$ cat config.mk
export PLATFORM = sky130hd
export DESIGN_NAME = fast_word_chan
export DESIGN_NICKNAME = d
export VERILOG_FILES = /design/src/rtl/fwc_pkg.sv /design/src/rtl/fwc_decode.sv /design/src/rtl/fwc_slot.sv /design/src/rtl/fwc_irq.sv /design/src/rtl/fast_word_chan.sv
export SDC_FILE = /design/constraint.sdc
export NUM_CORES = 1
export LEC_CHECK = 0
export ABC_AREA = 1
export BUFFER_PORTS_ARGS = -buffer_cell sky130_fd_sc_hd__buf_2
export CAP_MARGIN = 20
export CORE_AREA = 2 2 179 181
export CTS_CLUSTER_DIAMETER = 100
export CTS_CLUSTER_SIZE = 25
export DETAILED_ROUTE_END_ITERATION = 7
export DIE_AREA = 0 0 181 183
export GPL_TIMING_DRIVEN = 0
export SYNTH_ARGS = -nofsm -noshare
export SYNTH_HDL_FRONTEND = slang
export SYNTH_HIERARCHICAL = 1
export SYNTH_SLANG_ARGS = --single-unit
$ cat constraint.sdc
create_clock -name clk -period 3.1 [get_ports clk]
set_input_delay 0.465 -clock clk [delete_from_list [all_inputs] [get_ports clk]]
set_output_delay 0.465 -clock clk [all_outputs]
set_load 0.005 [all_outputs]
$ cat src/rtl/fwc_pkg.sv
package fwc_pkg;
  localparam int SLOT_BASE = 'h8C;
  localparam int MASK_OFF  = 'hC0;
  localparam int CLR_OFF   = 'hC4;
  localparam int STAT_OFF  = 'hC8;
  localparam int EVT_BASE  = 9;

  typedef enum logic [2:0] {
    RG_NONE, RG_SLOT, RG_MASK, RG_CLR, RG_STAT
  } fwc_region_e;
endpackage

$ cat src/rtl/fwc_decode.sv
module fwc_decode
  import fwc_pkg::*;
#(
  parameter int ADDR_W = 8,
  parameter int NUM_CH = 8,
  localparam int IDX_W = (NUM_CH > 1) ? $clog2(NUM_CH) : 1
) (
  input  logic [ADDR_W-1:0] addr_i,
  output fwc_region_e       region_o,
  output logic [IDX_W-1:0]  idx_o
);
  localparam int SPAN = 4 * NUM_CH;

  logic [ADDR_W-1:0] rel;
  logic              aligned;

  always_comb begin
    rel      = addr_i - ADDR_W'(SLOT_BASE);
    aligned  = (addr_i[1:0] == 2'b00);
    idx_o    = rel[IDX_W+1:2];
    region_o = RG_NONE;
    if (aligned) begin
      if (addr_i >= ADDR_W'(SLOT_BASE) && rel < ADDR_W'(SPAN)) region_o = RG_SLOT;
      else if (addr_i == ADDR_W'(MASK_OFF))                    region_o = RG_MASK;
      else if (addr_i == ADDR_W'(CLR_OFF))                     region_o = RG_CLR;
      else if (addr_i == ADDR_W'(STAT_OFF))                    region_o = RG_STAT;
    end
  end
endmodule

$ cat src/rtl/fwc_slot.sv
module fwc_slot #(
  parameter int DATA_W = 32
) (
  input  logic              clk,
  input  logic              rst,
  input  logic              wr_i,
  input  logic              clr_i,
  input  logic [DATA_W-1:0] wdata_i,
  output logic [DATA_W-1:0] data_o,
  output logic              evt_o
);
  always_ff @(posedge clk) begin
    if (rst) begin
      data_o <= '0;
      evt_o  <= 1'b0;
    end else begin
      if (wr_i) data_o <= wdata_i;
      if (wr_i)       evt_o <= 1'b1;
      else if (clr_i) evt_o <= 1'b0;
    end
  end

  p_set_on_write_r2: assert property (@(posedge clk) disable iff (rst)
    wr_i |=> evt_o);
  p_capture_r1: assert property (@(posedge clk) disable iff (rst)
    wr_i |=> data_o == $past(wdata_i));
  p_clear_r3: assert property (@(posedge clk) disable iff (rst)
    (clr_i && !wr_i) |=> !evt_o);
  p_keep_word_r3: assert property (@(posedge clk) disable iff (rst)
    !wr_i |=> $stable(data_o));
endmodule

$ cat src/rtl/fwc_irq.sv
module fwc_irq #(
  parameter int NUM_CH = 8
) (
  input  logic              clk,
  input  logic              rst,
  input  logic              mask_wr_i,
  input  logic [NUM_CH-1:0] mask_d_i,
  input  logic [NUM_CH-1:0] evt_i,
  output logic [NUM_CH-1:0] mask_o,
  output logic              irq_o
);
  always_ff @(posedge clk) begin
    if (rst) begin
      mask_o <= '0;
      irq_o  <= 1'b0;
    end else begin
      if (mask_wr_i) mask_o <= mask_d_i;
      irq_o <= |(evt_i & mask_o);
    end
  end

  p_irq_needs_event_r7: assert property (@(posedge clk) disable iff (rst)
    irq_o |-> $past(|evt_i));
  p_no_mask_no_irq_r7: assert property (@(posedge clk) disable iff (rst)
    (mask_o == '0 && !$past(mask_wr_i)) |=> !irq_o);
endmodule

$ cat src/rtl/fast_word_chan.sv
module fast_word_chan
  import fwc_pkg::*;
#(
  parameter int ADDR_W = 8,
  parameter int DATA_W = 32,
  parameter int NUM_CH = 8
) (
  input  logic              clk,
  input  logic              rst,
  input  logic              wr_en,
  input  logic              rd_en,
  input  logic [ADDR_W-1:0] addr,
  input  logic [DATA_W-1:0] wdata,
  output logic [DATA_W-1:0] rdata,
  output logic              irq_rx
);
  localparam int IDX_W = (NUM_CH > 1) ? $clog2(NUM_CH) : 1;
  localparam int EVT_HI = EVT_BASE + NUM_CH - 1;

  fwc_region_e              region;
  logic [IDX_W-1:0]         idx;
  logic [NUM_CH-1:0]        evt;
  logic [NUM_CH-1:0]        mask;
  logic [DATA_W-1:0]        slot_data [NUM_CH];
  logic [DATA_W-1:0]        rd_mux;

  fwc_decode #(.ADDR_W(ADDR_W), .NUM_CH(NUM_CH)) u_dec (
    .addr_i(addr), .region_o(region), .idx_o(idx)
  );

  for (genvar g = 0; g < NUM_CH; g++) begin : g_slot
    logic wr_g, clr_g;
    assign wr_g  = wr_en && (region == RG_SLOT) && (idx == IDX_W'(g));
    assign clr_g = wr_en && (region == RG_CLR) && wdata[EVT_BASE+g];
    fwc_slot #(.DATA_W(DATA_W)) u_slot (
      .clk(clk), .rst(rst), .wr_i(wr_g), .clr_i(clr_g),
      .wdata_i(wdata), .data_o(slot_data[g]), .evt_o(evt[g])
    );
  end

  fwc_irq #(.NUM_CH(NUM_CH)) u_irq (
    .clk(clk), .rst(rst),
    .mask_wr_i(wr_en && region == RG_MASK),
    .mask_d_i(wdata[EVT_HI:EVT_BASE]),
    .evt_i(evt), .mask_o(mask), .irq_o(irq_rx)
  );

  always_comb begin
    rd_mux = '0;
    case (region)
      RG_SLOT: rd_mux = slot_data[idx];
      RG_STAT: rd_mux[EVT_HI:EVT_BASE] = evt;
      RG_MASK: rd_mux[EVT_HI:EVT_BASE] = mask;
      default: rd_mux = '0;
    endcase
  end

  always_ff @(posedge clk) begin
    if (rst)        rdata <= '0;
    else if (rd_en) rdata <= rd_mux;
  end

  p_unmapped_zero_r8: assert property (@(posedge clk) disable iff (rst)
    (rd_en && region == RG_NONE) |=> rdata == '0);
  p_rdata_hold_r8: assert property (@(posedge clk) disable iff (rst)
    !rd_en |=> $stable(rdata));
  p_status_confined_r2: assert property (@(posedge clk) disable iff (rst)
    (rd_en && region == RG_STAT) |=> $countones(rdata) <= NUM_CH);
endmodule

; After elaboration in Yosys (flattened, before gate mapping)
; Cells that the tools add are included.
[classes]
n_mux = 27
n_reduce_logical = 31
n_eq_ne = 14
n_addsub = 1
n_bitwise = 2
order_cmp = 3
[op_table]
columns = cell, count
row1 = binary-select mux 32 bit (select 3 bit), 1
row2 = 2-to-1 mux 32 bit, 2
row3 = "equality test 8 bit, second input constant", 3
row4 = one-hot mux 8 bit (3 select lines), 1
row5 = logical AND 1 bit, 20
row6 = 2-to-1 mux 1 bit, 16
row7 = nonzero test 2 bit, 8
row8 = "equality test 3 bit, second input constant", 5
row9 = 2-to-1 mux 15 bit, 1
row10 = 2-to-1 mux 3 bit, 5
row11 = "equality test 3 x 2 -> 1 bit, second input constant", 4
row12 = 2-to-1 mux 9 bit, 1
row13 = bitwise AND 8 bit, 1
row14 = "greater-or-equal comparator 8 bit, second input constant", 1
row15 = "less-than comparator 8 x 6 -> 1 bit, second input constant", 1
row16 = OR reduction 8 bit, 1
row17 = "subtractor 8 bit, second input constant", 1
row18 = "equality test 3 x 1 -> 1 bit, second input constant", 2
row19 = "greater-or-equal comparator 4 bit, second input constant", 1
row20 = NOT 3 -> 4 bit, 1
row21 = zero test 3 bit, 1
row22 = zero test 2 bit, 1
[totals]
inputBits = 44
word_cells = 97
register_bits = 305

; Depth between registers and ports, before layout
; Gate-level depths: netlist (run 1).
[depth]
depth_word = 11
depth_mapped = 18
ltp_nobuf = 17

; By module
; Netlist (run 1), hierarchy kept.
[modules_own_cells]
columns = module, area_per_inst_um2, instances, cells_each
row1 = fwc_slot, 1152.4, 8, 143
row2 = fast_word_chan, 3998.8, 1, 834
row3 = fwc_irq, 392.9, 1, 51
row4 = fwc_decode, 200.2, 1, 39

; Least setup slack after synthesis (run 1)
; OpenSTA, ideal clock, no wires.
[synth_path]
kind = input -> register
from = in addr[2]
to = reg g_slot[4].u_slot.data_o[20]
slack_ns = 0.721
required_time_ns = 2.984
path_stages = 16
t_arrival_ns = 2.263
setup_time_ns = 0.116
path_cell_list = ha_1 -> inv_1 -> nand3_1 -> nand2_1 -> nand2_1 -> nand2_1 -> nand2_1 -> a21oi_1 -> nand3_1 -> nor2_1 -> nand2_1 -> nor2_1 -> inv_2 -> buf_6 -> nor2_1 -> nor2_1
[synth_between]
elab_cells_between_ends = 16
[synth_lines]
columns = element, line_no
row1 = "start, declared", fast_word_chan.sv:12  ; input logic [ADDR_W-1:0] addr,
row2 = subtractor 8 bit or equality test 8 bit (tied branches), "fwc_decode.sv:18, fwc_decode.sv:25"
row3 = less-than comparator 8 x 6 -> 1 bit or 2-to-1 mux 3 bit (tied branches), "fwc_decode.sv:23, fwc_decode.sv:25"
row4 = logical AND 1 bit or 2-to-1 mux 3 bit (tied branches), "fwc_decode.sv:23, fwc_decode.sv:24"
row5 = 2-to-1 mux 3 bit (*), fwc_decode.sv:23  ; if (addr_i >= ADDR_W'(SLOT_BASE) && rel < ADDR_W'(SPAN)) region_o = RG_SLOT;
row6 = 2-to-1 mux 3 bit (*), fwc_decode.sv:22  ; if (aligned) begin
row7 = named net region[0], fast_word_chan.sv:20  ; fwc_region_e region;
row8 = equality test 3 x 1 -> 1 bit (*), fast_word_chan.sv:33  ; assign wr_g = wr_en && (region == RG_SLOT) && (idx == IDX_W'(g));
row9 = logical AND 1 bit (*) (2 in a row), fast_word_chan.sv:33
row10 = named net g_slot[4].wr_g, fast_word_chan.sv:32  ; logic wr_g, clr_g;
row11 = "end signal, assigned", fwc_slot.sv:17  ; if (wr_i) data_o <= wdata_i;
row12 = "end, declared", fwc_slot.sv:9  ; output logic [DATA_W-1:0] data_o,
; The timed path passes the listed nets; every way through them passes the cells marked *.
; A chain may end at the register's enable or synchronous reset.

; Final worst setup path (run 1)
[layout_path]
from = in addr[2]
to = reg g_slot[0].u_slot.data_o[13]
[layout_between]
elab_cells_between_ends = 16
[layout_lines]
columns = element, line_no
row1 = subtractor 8 bit or equality test 8 bit (tied branches), "fwc_decode.sv:18, fwc_decode.sv:25"
row2 = less-than comparator 8 x 6 -> 1 bit or 2-to-1 mux 3 bit (tied branches), "fwc_decode.sv:23, fwc_decode.sv:25"
row3 = logical AND 1 bit or 2-to-1 mux 3 bit (tied branches), "fwc_decode.sv:23, fwc_decode.sv:24"
row4 = 2-to-1 mux 3 bit (*), fwc_decode.sv:23
row5 = 2-to-1 mux 3 bit (*), fwc_decode.sv:22
row6 = named net region[0], fast_word_chan.sv:20
row7 = equality test 3 x 1 -> 1 bit (*), fast_word_chan.sv:33
row8 = logical AND 1 bit (*) (2 in a row), fast_word_chan.sv:33
row9 = named net g_slot[0].wr_g, fast_word_chan.sv:32
row10 = "end signal, assigned", fwc_slot.sv:17
row11 = "end, declared", fwc_slot.sv:9
; Marks and branches as above.

==> summary.md, run 1 <==
The run finished with clean final reports. The tools report the post-CTS setup repair buffer count as 0. The biggest fanout along the worst timing path was 10; the arrival time at the worst endpoint was 3.45 ns. Once detailed placement completed, the half-perimeter wirelength came to 33700 um.

The run gives 0 as the number of hold violations in the final report. The warning count from the yosys run came out at 6. The count of final max-slew check failures was 0; the sequential fraction of the synthesis area was 44.2%. After detailed routing, the average wire length per cell comes to 18.5 um. The share of synthesized flip-flops with an asynchronous set or reset came out at 0%. The tightest min-delay check is of the in2reg type.

Setup violation total in the final timing report: 0. Cell internal power was estimated by the tool at 5.09 mW. Counting the fill cells in the layout gives 3244.

Number of buffers added by the clock tree synthesis step: 16. The number of antenna violations at the first check in global routing is 2. Summed over all layers, the global routing overflow is 0. The run gives 305 as the number of sinks driven by the clock tree. TritonCTS built the clock tree. The leading cell type in the layout, fill and taps excluded is nand2_1. Synthesis handed over a netlist of 2068 instances.

Sum of routed wire length over all layers: 47500 um. In this run, distinct cell masters in the synthesized netlist total 24. Slew at the pin with the worst max-slew slack: 0.831 ns. At the end of routability-driven placement, the weighted congestion stood at 0.898. Headroom to the max-slew limit came out at 44.6%. At the placement stage, the worst setup path has a slack of -0.366 ns. The logs give 1 for the H-tree depth and 13661 for the detailed-route via count. The detailed router finished its first iteration with 1199 violations.

The via count of the first global-routing pass is 12275, and the share of total power in the clock network is 33.9%. Relative to the synthesized area, the layout overhead comes to 9.68%. The clock passes through at most 3 buffers. For the post-detailed-route DRC marker count, the log shows 0. The logs give 334 MHz for the peak clock frequency supported by timing and 2210 for the number of nets in the finished design. The total power divided by cell area came out at 456 mW/mm^2. The antenna cell count was 0. The count of buffers inserted at the top-level ports is 76, and the final cell utilization of the core is 48.5%.

Before antenna repair, the detailed router went through 5 iterations. Setup slack of the most critical reg-to-reg path: 1.95 ns. The die covers 0.0331 mm^2. The tools report the post-route setup TNS as 0 ns. The worst path uses 96.5% of the clock period.

Cells with a size suffix above 1 make up 11.0% of the layout. The worst setup path is captured at a register. Entering global routing, the biggest net connects 26 pins. For the relative contribution of sequential cells to total power, the log shows 57.0%. Buffers inserted to repair hold after CTS numbered 0. The tools report the kind of start point of the critical path as a primary input. The effective utilization at floorplan was 44.2%; the static leakage was 7.15 nW. Max-cap violations in this run came to 0. The x dimension of the die was 181 um. The critical path is of the in2reg type. In the layout the commonest cells are nand2_1 (584), nor2_1 (539), dfxtp_1 (305), o21ai_0 (273). Measured along the y axis, the die boundary spans 183 um. Across all setup checks in the final design, the least slack found is 0.109 ns. The synthesized design contains 0 enable-type register cells.

The logs give 77 for the I/O pin count and 0.000454 V for the worst ir drop on vdd. The logs give 65 for the row count and 0 for the post-detailed-route count of antenna-violating nets. In this run, synthesis produced a sequential element count of 305.

Between clock sinks in the finished design, the worst skew comes to 0.0181 ns. At the worst endpoint, the required time is 3.56 ns. The tree is rooted in a clkbuf_16. Proportion of power drawn by combinational gates: 9.1%.

For the net count after synthesis, the log shows 2116. The area of the core region was 0.0312 mm^2. The via density per instance was 5.33; the worst hold slack was 0.297 ns.

Global routing used 28.5% of the available tracks across all layers. After synthesis the cells add up to 0.0138 mm^2. The first global-routing pass estimated 73300 um of wire. Averaged over all synthesized cells, the footprint is 6.68 um^2.

Summed over all nets, the switching power comes to 1.82 mW. Setup repair after global routing could not meet its margin everywhere. Of the total power, the share spent switching nets is 26.4%. The most used flip-flop cell after synthesis is dfxtp_1.

The insertion delay of the later-clocked pin in the worst-skew pair is 0.52 ns. Clock-pin slew was measured on the worst setup and hold paths at 0.11 ns. The shortest clock period the worst path allows after layout is 2.99 ns.
==> stage by stage <==
| stage | instances | power, mW | cell area [um^2] |
|---|---|---|---|
| final | 2565 | 6.91 | 15100 |
| after global routing | 2565 | 7.12 | 15100 |
| after CTS | 2565 | 6.95 | 15100 |
| after detailed placement | 2546 | 4.65 | 14700 |
| after global placement | 2546 | 4.65 | 14700 |
| after floorplan | 2068 | 4.33 | 13800 |
==> cell families (layout without fill, tap and decap cells) <==
group	after synthesis	in the layout	synth area share, %
DFF	305	305	44.2
xor gates and xnor gates	1	1	0.0634
buffers and inverters	194	289	8.57
and+or+nand+nor	1234	1234	34.6
adders and majority gates	4	4	0.362
AOI/OAI and AO/OA	330	330	12.2
==> per-layer routing <==
layer / up-vias / global-route usage, % / part of all wire, %
met4: 4 / 7.32 / 2.4
met1: 6396 / 39.2 / 44
met5: - / 0 / 0.048
li1: 6674 / - / -
met2: 525 / 48.1 / 46
met3: 62 / 3.02 / 7.3
==> power by group through the flow <==
stage	Sequential, mW	Clock [mW]	Combinational [mW]
after floorplan	4.03	0	0.300
after CTS	3.94	2.39	0.620
after global routing	3.94	2.51	0.666
final	3.94	2.34	0.631
after global placement	4.03	0	0.618
after detailed placement	4.03	0	0.618
==> worst max-delay path, stage by stage <==
cell and delay [ns]:
buf_2 0.13, ha_1 0.22, inv_1 0.09, nand3_1 0.09
nand2_1 0.08, nand2_1 0.05, nand2_1 0.06, nand2_1 0.07
a21oi_1 0.30, nand3_1 0.23, nor2_1 0.31, nand2_1 0.17
nor2_1 0.53, clkbuf_2 0.39, o21ai_0 0.15, nor2_1 0.10
==> flip-flops by register name (all words and copies together), names as in the netlist <==
register              count
g_slot.u_slot/data_o    256
g_slot.u_slot/evt_o       8
u_irq/irq_o               1
u_irq/mask_o              8
rdata                    32
==> cell type report <==
cell class                 count  area, um^2  area share, %
inverter                      63         244           1.61
clock inverter                 2        25.0          0.165
tap                          402         503           3.32
buffer                       131         940           6.20
multi-input combinational   1569        6520           43.1
clock buffer                  17         425           2.81
sequential                   305        6110           40.3
timing repair buffer          76         380           2.51
==> synth_stat cells, drive strengths merged, types with 3 or more instances <==
cell      n  area [um^2]
ha        4         50.1
dfxtp   305         6110
inv      62          235
clkbuf   59          342
a21oi    57          315
nand2   584         2190
nand3   104          521
o21ai   273         1370
nor2    542         2040
nand4     3         18.8
buf      72          598
==> repair_timing <==
action                                 4_1_cts  5_1_grt
resized for setup                            0        1
endpoints found under the hold margin        0        0
setup endpoints to repair                    0      106
==> final timing paths <==
| kind | startpoint | end | depth (start not counted) |
|---|---|---|---|
| setup reg to reg | g_slot[1].u_slot/data_o[18] | rdata[18] | 6 |
| hold reg to reg | rdata[17] | rdata[17] | 2 |
| setup / recovery | addr[2] | g_slot[0].u_slot/data_o[13] | 16 |
| hold / removal | wdata[31] | g_slot[3].u_slot/data_o[31] | 3 |
Power figures use the tool's default switching activity.
==> run 2, diff against run 1 <==
--- a/config.mk
+++ b/config.mk
@@ -5,14 +5,13 @@
 export SDC_FILE = /design/constraint.sdc
 export NUM_CORES = 1
 export LEC_CHECK = 0
-export ABC_AREA = 1
 export BUFFER_PORTS_ARGS = -buffer_cell sky130_fd_sc_hd__buf_2
 export CAP_MARGIN = 20
-export CORE_AREA = 2 2 179 181
+export CORE_AREA = 2 2 177 179
 export CTS_CLUSTER_DIAMETER = 100
 export CTS_CLUSTER_SIZE = 25
 export DETAILED_ROUTE_END_ITERATION = 7
-export DIE_AREA = 0 0 181 183
+export DIE_AREA = 0 0 179 181
 export GPL_TIMING_DRIVEN = 0
 export SYNTH_ARGS = -nofsm -noshare
 export SYNTH_HDL_FRONTEND = slang
==> summary.md, run 2 <==
The flow ran to the end, and the final reports show no timing, DRC or antenna violations. The largest registers in the layout are g_slot.u_slot/data_o: 256 flops, rdata: 32 flops. The via density per instance came out at 5.35.

The routed layout has 9420 vias. The clock skew is 0.0248 ns, and the portion of the clock cycle consumed by the worst path in the final layout is 96.3%. Final hold analysis gives a worst-case slack of 0.196 ns. Setup repair after global routing left no endpoint under its margin. In this run the standard cell core region covers 0.0303 mm^2. The number of cells traversed by the worst hold path is 2, and the sum of net half-perimeters after detailed placement is 24400 um. At the worst endpoint, the required time is 3.47 ns. The tools report the capture endpoint of the worst hold path as rdata[11]. Leading register cell type out of synthesis: dfxtp_1. Share of final-layout standard cells stronger than drive strength 1: 22.3%. For this run, asynchronously set or reset flops after synthesis account for 0%. Setup violations remaining at the end of the flow were counted as 0. The first global-routing pass estimated 56400 um of wire. Row count: 64. Data on the critical path arrives at its endpoint at 3.36 ns. Capture instance of the worst register-to-register path: rdata[15]. The tools report the via count of the first global-routing pass as 9345.

The insertion delay of the later-clocked pin in the worst-skew pair was 0.52 ns. The maximum number of pins on one net before global-route repair is 26, and the effective utilization at floorplan is 44.6%. The H-tree depth is 1.

The number of cells on the worst reg-to-reg path works out to 3. Headroom to the max-slew limit came out at 36.4%. The register with the most flip-flops in the layout has 256 of them.

The finished cells cover 0.0153 mm^2. 77 I/O pins were placed. For the warning count from the yosys run, the log shows 6. Summed over all instances, the cell type with the most area after synthesis is dfxtp_1.

The post-synthesis register bit count came out at 305. The class of the tightest hold or removal check is in2reg. Measured along the x axis, the die boundary spans 179 um. Startpoint of the most critical hold path: rst. The number of enable flip-flop cells after synthesis was 0; the number of nets in the finished design was 1409. The power consumption is 6.80 mW.

The biggest fanout along the worst timing path was 5; the count of buffers inserted at the top-level ports was 75. Count of final max-slew check failures: 0. At the pin with the least slew margin, the transition time is 0.954 ns. The tools report the area of placed instances as 0.0144 mm^2.

The static leakage came out at 5.40 nW. The tools report the number of design-rule violations left by the first detailed-router iteration as 601. The peak clock frequency supported by timing was 335 MHz. For this run, design rule violations remaining after detail routing come to 0. The worst setup path is of the in2reg kind. The number of hold violations in the final report is 0. The logs give 0 for the post-detailed-route count of antenna-violating nets and 0.785 for the routability congestion estimate. The final cell utilization of the core is 50.3%.

The clock-pin transition on the worst setup and hold timing paths is 0.10 ns, and the die area is 0.0324 mm^2. For the first-pass iteration count of the detailed router, the log shows 5. The library cells used most frequently in the layout, excluding fill and tap cells, are dfxtp_1 (305), nor2_1 (296), mux2i_1 (267), buf_2 (103), mux2_2 (48).

The run gives 1 as the number of antenna violations at the first check in global routing. The run gives 3 as the number of buffers on the longest clock path. Max-cap violations in this run came to 0.

The total power divided by cell area came out at 446 mW/mm^2. Yosys attributes the largest share of cell area to dfxtp_1 (45%), mux2i_1 (20%), nor2_1 (8.3%), mux4_2 (6.7%), mux2_2 (4.0%). The worst setup path is captured at a register. Counting instances in the post-synthesis netlist gives the leading cell types as dfxtp_1 (305), nor2_1 (300), mux2i_1 (272), mux2_2 (48), mux4_2 (40).

After global routing the overflow that remains totals 0. The average size of a mapped cell is 10.9 um^2. Setup slack on the worst reg-to-reg path comes out at 1.74 ns. The smallest clock period supported by the final layout is computed as 2.99 ns. For this design, the CTS-stage hold fixing added 0 buffers. Dividing the detail-routed wire length by the instance count gives 21.3 um. Relative to the synthesized area, the layout overhead comes to 12.8%. TritonCTS built the clock tree. The net count after synthesis came out at 1294. The startpoint identified for the worst register-to-register timing path is g_slot[6].u_slot/data_o[15]. The sequential fraction of the synthesis area was 45.1%. The dominant cell by count in the synthesized netlist is dfxtp_1.

Counting every instance in the synthesized netlist gives 1246. The top cell type's share of synthesized area came out at 45.1%. IR analysis of the VDD net gives a maximum drop of 0.000385 V. The fill cell total of the finished layout was 2792. TritonCTS created 16 clock buffers.

The number of distinct library cells after synthesis was 38. From bottom edge to top edge, the die measures 181 um. The tools report the sum of routed wire length over all layers as 37400 um. The kind of start point of the critical path is a primary input.

Global routing used 22.9% of the available tracks. The register with the most flip-flops was g_slot.u_slot/data_o. The tree is rooted in a clkbuf_16. The tree built by TritonCTS fans out to 305 sinks. Leaving out fill and tap cells, the most frequent cell in the layout is dfxtp_1. After synthesis the cells add up to 0.0135 mm^2.
-- run 2: cell types whose count changed after synthesis, moves of 33 or more --
cell	before	now
nand2_1	584	30
o21ai_0	273	0
mux2i_1	0	272
nor2_1	540	300
nand3_1	104	1
mux2_2	0	48
mux4_2	0	40
inv_1	49	10
a21oi_1	49	16
-- run 2: what timing repair did --
item | CTS | global route
buffers inserted | 0 | 18
gates resized for setup | 0 | 32
setup endpoints to repair | 0 | 158
-- run 2: cells by family after synthesis --
| kind of cell | after synthesis | synth area share, % |
|---|---|---|
| AND/OR/NAND/NOR | 378 | 11.6 |
| multiplexers | 360 | 30.8 |
| flip-flops | 305 | 45.1 |
| buffers and inverters | 110 | 7.52 |
| AO/OA/AOI/OAI | 88 | 4.59 |
| adder cells (fa/ha/maj) | 4 | 0.370 |
| XOR/XNOR | 1 | 0.0647 |
-- run 2: area by class of cell --
type | instances | area (um^2) | share of cell area (%)
clock buffer | 17 | 425 | 2.79
buffer | 100 | 980 | 6.42
antenna | 1 | 2.50 | 0.0164
inverter | 10 | 37.5 | 0.246
timing repair buffer | 97 | 681 | 4.46
sequential | 305 | 6110 | 40.0
multi-input combinational | 831 | 6500 | 42.6
clock inverter | 3 | 28.8 | 0.189
tap | 396 | 495 | 3.25
-- run 2: power breakdown --
| part | internal, mW | switching, mW |
|---|---|---|
| Clock | 1.00 | 1.31 |
| Sequential | 3.92 | 0.00391 |
| Combinational | 0.183 | 0.380 |
| Total | 5.11 | 1.69 |
-- run 2: metrics by stage --
stage          cells  setup WS (ns)  TNS (ns)
2_1_floorplan   1246          0.111         0
3_3_place_gp    1717         -0.443    -81.02
3_5_place_dp    1717         -0.434    -75.19
4_1_cts         1737          0.102         0
5_1_grt         1759         0.0328         0
6_report        1760          0.115         0
-- run 2: metal layers --
layer / track usage [%] / wire length [um] / vias up
met4: 5.82 / 860 / 0
met1: 32.3 / 18100 / 4670
li1: - / - / 4531
met3: 2.29 / 1290 / 42
met2: 37.4 / 17200 / 177
met5: 0 / 0 / -
-- run 2: worst max-delay path, stage by stage --
cell and delay, ns:
buf_6 0.11, ha_4 0.16, or3b_4 0.38, nor4_4 0.15, nor2_1 0.09, a311oi_2 0.41, nand3b_1 0.18, or3_4 0.44
buf_6 0.15, nor3_4 0.16, buf_6 0.14, buf_12 0.13, clkbuf_16 0.15, mux2i_1 0.18, nor2_1 0.05
-- run 2: how the worst max path moves through the flow --
stage,end,from
CTS,g_slot[0].u_slot/data_o[21],addr[2]
global route,g_slot[0].u_slot/data_o[13],addr[3]
floorplan,g_slot[0].u_slot/data_o[10],addr[2]
global placement,g_slot[0].u_slot/data_o[26],addr[2]
finish,g_slot[0].u_slot/data_o[17],addr[3]
detailed placement,g_slot[0].u_slot/data_o[20],addr[2]
